### config.mk
export PLATFORM = sky130hd
export DESIGN_NAME = tmr_prescaler
export DESIGN_NICKNAME = d
export VERILOG_FILES = /design/src/rtl/tmr_prescaler.sv
export SDC_FILE = /design/constraint.sdc
export NUM_CORES = 1
export LEC_CHECK = 0
export ABC_AREA = 0
export BUFFER_PORTS_ARGS = -buffer_cell sky130_fd_sc_hd__buf_4
export CAP_MARGIN = 20
export CORE_MARGIN = 2
export CORE_UTILIZATION = 55
export DETAILED_ROUTE_END_ITERATION = 10
export GPL_ROUTABILITY_DRIVEN = 0
export PLACE_DENSITY = 0.76
export SLEW_MARGIN = 20
export SYNTH_ARGS = -nofsm -noshare
export SYNTH_HDL_FRONTEND = slang
export SYNTH_SLANG_ARGS = --single-unit
### constraint.sdc
create_clock -name clk -period 7.85 [get_ports clk]
set_input_delay 0 -clock clk [delete_from_list [all_inputs] [get_ports clk]]
set_output_delay 0 -clock clk [all_outputs]
set_load 0.01 [all_outputs]
### src/rtl/tmr_prescaler.sv
module tmr_prescaler #(
  parameter int W    = 8,
  parameter int SYNC = 2
) (
  input  logic       clk,
  input  logic       rst_n,
  input  logic       inst_en,
  input  logic       ext_pin,
  input  logic       wdt_tick_in,
  input  logic       wr_en,
  input  logic [1:0] addr,
  input  logic [7:0] wdata,
  output logic [7:0] rd_data,
  output logic       wdt_tick_out,
  output logic       irq
);
  localparam int PW = 8;
  localparam logic [PW-1:0] ONE = PW'(1);

  logic [7:0]      ctl, ictl;
  logic [W-1:0]    cnt;
  logic [PW-1:0]   pcnt, mask_w, mask_t, mask;
  logic [1:0]      hold;
  logic [SYNC-1:0] sy;
  logic            pin_d;

  wire src_ext = ctl[5];
  wire fall    = ctl[4];
  wire psa     = ctl[3];
  wire pin_s   = sy[SYNC-1];

  wire ext_evt = fall ? (pin_d & ~pin_s) : (pin_s & ~pin_d);
  wire src_evt = src_ext ? ext_evt : inst_en;
  wire ps_in   = psa ? wdt_tick_in : src_evt;

  assign mask_w = (ONE << ctl[2:0]) - ONE;
  assign mask_t = {mask_w[PW-2:0], 1'b1};
  assign mask   = psa ? mask_w : mask_t;

  wire ps_hit  = ps_in && ((pcnt & mask) == mask);
  wire tmr_evt = psa ? src_evt : ps_hit;
  assign wdt_tick_out = psa ? ps_hit : wdt_tick_in;

  wire cnt_wr  = wr_en && addr == 2'd0;
  wire ctl_wr  = wr_en && addr == 2'd1;
  wire ictl_wr = wr_en && addr == 2'd2;
  wire ps_clr  = cnt_wr || (ctl_wr && wdata[3] != psa);
  wire tmr_inc = tmr_evt && hold == 2'd0 && !cnt_wr;
  wire ovf     = tmr_inc && cnt == '1;

  always_ff @(posedge clk) begin
    if (!rst_n) begin
      sy    <= '0;
      pin_d <= 1'b0;
      ctl   <= 8'hFF;
      ictl  <= 8'h00;
      pcnt  <= '0;
      hold  <= 2'd0;
    end else begin
      sy    <= {sy[SYNC-2:0], ext_pin};
      pin_d <= pin_s;
      if (ctl_wr) ctl <= wdata;
      if (ictl_wr) ictl <= {wdata[7:1], wdata[0] | ovf};
      else if (ovf) ictl[0] <= 1'b1;
      if (ps_clr) pcnt <= '0;
      else if (ps_in) pcnt <= pcnt + ONE;
      if (cnt_wr) hold <= 2'd2;
      else if (tmr_evt && hold != 2'd0) hold <= hold - 2'd1;
    end
  end

  always_ff @(posedge clk) begin
    if (cnt_wr) cnt <= wdata[W-1:0];
    else if (tmr_inc) cnt <= cnt + 1'b1;
  end

  assign irq = ictl[0] & ictl[1] & ictl[2];

  always_comb begin
    case (addr)
      2'd0:    rd_data = 8'(cnt);
      2'd1:    rd_data = ctl;
      2'd2:    rd_data = ictl;
      default: rd_data = 8'h00;
    endcase
  end

  assert_undivided_R4: assert property (@(posedge clk) disable iff (!rst_n)
    (psa && src_evt && hold == 2'd0 && !cnt_wr) |=> cnt == $past(cnt) + 1'b1);

  assert_holdoff_R7: assert property (@(posedge clk) disable iff (!rst_n)
    (tmr_evt && hold != 2'd0 && !cnt_wr) |=> $stable(cnt));

  assert_load_R7: assert property (@(posedge clk) disable iff (!rst_n)
    cnt_wr |=> (cnt == $past(wdata[W-1:0]) && pcnt == '0));

  assert_ovf_flag_R8: assert property (@(posedge clk) disable iff (!rst_n)
    (tmr_inc && cnt == '1) |=> (ictl[0] && cnt == '0));

  assert_flag_sticky_R9: assert property (@(posedge clk) disable iff (!rst_n)
    (ictl[0] && !(ictl_wr && !wdata[0])) |=> ictl[0]);

  assert_wdt_pass_R5: assert property (@(posedge clk) disable iff (!rst_n)
    (!psa && !wdt_tick_in) |-> !wdt_tick_out);
endmodule

# Word level (Yosys, flattened, before mapping)

Index checks and enable logic that the tools add are counted.

Bits in registers: 37
Bits of input ports: 16
Output and inout bits: 10
Logic and storage cells: 60

Add/subtract/negate cells: 4
Equal/unequal tests: 5
Shift-type cells: 1
Muxes and demuxes: 13
Bitwise operators: 9
Reductions and logical operators: 19

Operator list:

| cell                                                | count |
|---|---|
| 2-to-1 mux 8 bit                                    | 3 |
| case mux 8 bit (3 select lines)                     | 1 |
| adder 8 x 1 -> 8 bit, second input constant         | 2 |
| logical AND 1 bit                                   | 9 |
| bitwise AND 8 bit                                   | 1 |
| equality test 8 bit                                 | 1 |
| equality test 8 bit, second input constant          | 1 |
| nonzero test 2 bit                                  | 4 |
| left shift 1 x 3 -> 8 bit, first input constant     | 1 |
| subtractor 8 x 1 -> 8 bit, second input constant    | 1 |
| 2-to-1 mux 1 bit                                    | 7 |
| bitwise AND 1 bit                                   | 4 |
| logical NOT 2 bit                                   | 2 |
| 2-to-1 mux 2 bit                                    | 2 |
| OR reduction 2 bit                                  | 2 |
| inverter 1 bit                                      | 3 |
| equality test 2 x 1 -> 1 bit, second input constant | 1 |
| equality test 2 bit, second input constant          | 1 |
| subtractor 2 x 1 -> 2 bit, second input constant    | 1 |
| logical NOT 1 bit                                   | 1 |
| logical OR 1 bit                                    | 1 |
| != test 1 bit                                       | 1 |
| OR 1 bit                                            | 1 |

# Depth between registers and ports, before layout

Word-level depth: 12
Gate-level depth with buffers: 12
Gate-level depth less buffers: 10

# Least setup slack after synthesis

No wires, ideal clock.

Path type: register to register
Start point: reg ctl[1]
End point: reg cnt[0], enable pin
Setup time: 326 ps
Arrival: 2388 ps
Data required time: 7524 ps
Setup slack: 5136 ps
Stages on the path, launching flop included: 10
Buffers on the path: 2
Clock period less this slack: 2714 ps
Cell sequence: dfxtp_1 -> clkbuf_8 -> or3_1 -> ha_1 -> clkbuf_8 -> mux2_2 -> a2111oi_2 -> nand2_1 -> a21oi_2 -> a21o_1

Word-level cells in the longest chain between the ends: 10

RTL lines:

| element                                 | line | text |
|---|---|---|
| from (decl)                             | 20   | `logic [7:0] ctl, ictl;` |
| from (signal assigned)                  | 62   | `if (ctl_wr) ctl <= wdata;` |
| left shift 1 x 3 -> 8 bit (*)           | 36   | `assign mask_w = (ONE << ctl[2:0]) - ONE;` |
| subtractor 8 x 1 -> 8 bit (*)           | 36   |  |
| 2-to-1 mux 8 bit (*)                    | 38   | `assign mask = psa ? mask_w : mask_t;` |
| bitwise AND 8 bit                       | 40   | `wire ps_hit = ps_in && ((pcnt & mask) == mask);` |
| equality test 8 bit (*)                 | 40   |  |
| logical AND 1 bit (*)                   | 40   |  |
| 2-to-1 mux 1 bit (*)                    | 41   | `wire tmr_evt = psa ? src_evt : ps_hit;` |
| logical AND 1 bit (*) (2 in series)     | 48   | `wire tmr_inc = tmr_evt && hold == 2'd0 && !cnt_wr;` |
| nonzero test 2 bit (no source line) (*) | --   |  |
| to (signal assigned)                    | 73   | `if (cnt_wr) cnt <= wdata[W-1:0];` |
| to (signal assigned)                    | 74   | `else if (tmr_inc) cnt <= cnt + 1'b1;` |
| to (decl)                               | 21   | `logic [W-1:0] cnt;` |

Mark *: on every way between the ends. The rest lies on a longest branch, timed or not.
A chain may end at the register's enable or synchronous reset.

# Worst setup path after layout

Start point: reg ctl[1]
End point: reg cnt[1], enable pin

Same word-level chain as after synthesis.

==> metrics.yaml <==
status: "complete, no violations"
clkTransAtPathRegs_ns: 0.07
clock_path_buffers: 2
crit_fanout: 17
die_w_um: 66.5
synth.avg_cell_area_um2: 8.43
fin_ws_ns: 4.77
async_flop_share_pct: 0
p_seq_share_pct: 51.1
cap_violations: 0
p_leak_nw: 0.982
ioPinCount: 26
finalMaxSlewViolations: 0
gr-usage-all-layers_pct: 25.3
synth_common_cells: "47 x nand2_1, 29 x dfxtp_1, 20 x nand3_1"
cts_tree: "built"
postRouteAntennaNets: 0
drt_iter0_drc: 150
portBuffers: 25
overflow: 0
synth_ff_type: "dfxtp_1"
pre_cts_ws_ns: 4.79
place_hpwl_um: 3320
synth-warning-count: 0
holdCritPathClass: "in2reg"
crit_type: "reg2reg"
nFillCells: 303
cts_setup_buffers: 0
synth_top_area_share_pct: 27.0
synth_edf_count: 8
syn_nets: 275
pwr_density_cell_nw_per_um2: 169
yosysMostFrequentCell: "nand2_1"
synthMuxAreaShare_pct: 4.71
cts_buffers: 5
utilization_pct: 67.6
slew-limit-headroom_pct: 55.2
antenna_found_initial: 0
grt_pass1_wl_um: 8400
area_growth_pct: 16.9
final_nets: 303
power_w: 0.000424
crit_arrival_ns: 3.04
synth_top_family_by_area: "simple AND/OR/NAND/NOR gates"
core_area_um2: 3720
dr_total_vias: 1922
start_kind: "register"
die_area_um2: 4430
finalCritPeriodShare_pct: 39.3
skew_ns: 0.00592
power.switching_w: 0.000115
tns_ns: 0
via_per_inst: 5.79
drt-total-wl_um: 5020
cp.required_ns: 7.81
fmax_mhz: 324
tightest_slew_ns: 0.668
sw_frac_of_total_pct: 27.0
timing.final.crit_period_ns: 3.08
endpoint_kind: "register"
insertion_delay_ns: 0.29
comb_power_share_pct: 16.0
grt_pass1_vias: 1798
synth-adder-area-share_pct: 2.33
drc: 0
cts_resized: 0
root_buffer: "clkbuf_8"
synth_area_leader_cell: "dfxtp_1"
die_h_um: 66.5
grt_max_degree: 23
dr.pass1.iters: 4
antenna_cells: 0
fp-row-count: 22
ctsHoldBuffers: 9
cts_sinks: 37
wl_per_cell_um: 15.1
synth_cell_types: 53
syn_inst: 255
yosysSeqAreaShare_pct: 38.2
synth.area.top_cells: "dfxtp_1 27%, edfxtp_1 11%, nand2_1 8.2%"
power.internal_w: 0.000310
rsz0062_at_grt: "no"
hold_viol: 0
ys_seq_elements: 37
yosys.area_share.simple_pct: 26.8
ir_drop_mv: 0.120
h-tree-depth: 2
drive_gt1_share_pct: 15.1
initial_core_util_pct: 57.9
syn_area_um2: 2150
synth_compound_area_share_pct: 17.4
synth_xor_area_share_pct: 5.70
finalSetupViolations: 0
p_clk_share_pct: 32.8
-- sequential cells by signal (all words and copies together) (netlist names) --
register  cells
ictl          8
pin_d         1
hold          2
cnt           8
pcnt          8
sy            2
ctl           8
-- power groups by stage --
stage	logic (W)	clock network, W	registers, W
2_1_floorplan	0.0000449	0	0.000216
3_3_place_gp	0.0000629	0	0.000221
3_5_place_dp	0.0000636	0	0.000221
4_1_cts	0.0000676	0.000141	0.000217
5_1_grt	0.0000753	0.000150	0.000219
6_report	0.0000680	0.000139	0.000217
-- final timing paths --
path              endpoint  depth (start not counted)  slack, ns  startpoint
hold reg to reg      sy[1]                          1       0.45       sy[0]
setup reg to reg    cnt[1]                         10       4.77      ctl[1]
setup / recovery    cnt[1]                         10       4.77      ctl[1]
hold / removal      ctl[6]                          2       0.02       rst_n
-- layer usage --
layer,global-route usage [%],part of all wire (%)
met5,0,0
met2,41.5,46
met4,6.12,1.2
met3,5.57,5.1
met1,33.9,48
-- stage by stage --
stage	hold WS, ns	cells	instance area, um2
finish	0.0155	332	2510
floorplan	0.124	255	2150
global route	0.0300	332	2510
detailed placement	0.214	315	2330
global placement	0.220	315	2330
CTS	0.00568	332	2510
-- final cells by class --
cell class / count / area, um2 / area share, %
Tap cell: 48 / 60.1 / 2.39
Multi-Input combinational cell: 198 / 1220 / 48.7
Inverter: 5 / 18.8 / 0.747
Clock buffer: 6 / 82.6 / 3.29
Sequential cell: 37 / 821 / 32.7
Clock inverter: 2 / 13.8 / 0.548
Timing Repair Buffer: 36 / 293 / 11.6
-- worst max-delay path: stages (launching register included) --
cell and delay, ns:
dfxtp_1 0.61, nor2_1 0.14, nand2_1 0.09, ha_1 0.40, nand4bb_1 0.19, a311o_2 0.17, nand4_1 0.09, a2111oi_2 0.39
nand2_1 0.14, a21oi_2 0.18, a21o_1 0.34
-- kinds of logic after synthesis --
kind of cell               count (synthesis)
and+or+nand+nor                          117
AOI/OAI and AO/OA                         53
DFF                                       37
buffers and inverters                     20
xor gates and xnor gates                  14
muxes                                     10
adders and majority gates                  4
-- cells in the final DEF (no fill, tap or decap), drive strengths merged, types with 3 or more instances in the layout --
| cell type | instances |
|---|---|
| a21boi | 10 |
| a21oi | 8 |
| a31o | 3 |
| and2 | 3 |
| and3 | 5 |
| buf | 27 |
| clkbuf | 6 |
| dfxtp | 29 |
| dlygate4sd3 | 9 |
| edfxtp | 8 |
| ha | 4 |
| inv | 5 |
| mux2i | 9 |
| nand2 | 47 |
| nand3 | 20 |
| nand4 | 4 |
| nor2 | 17 |
| o211ai | 3 |
| o21ai | 17 |
| or3b | 3 |
| xnor2 | 7 |
| xor2 | 7 |
Power figures use the tool's default switching activity.
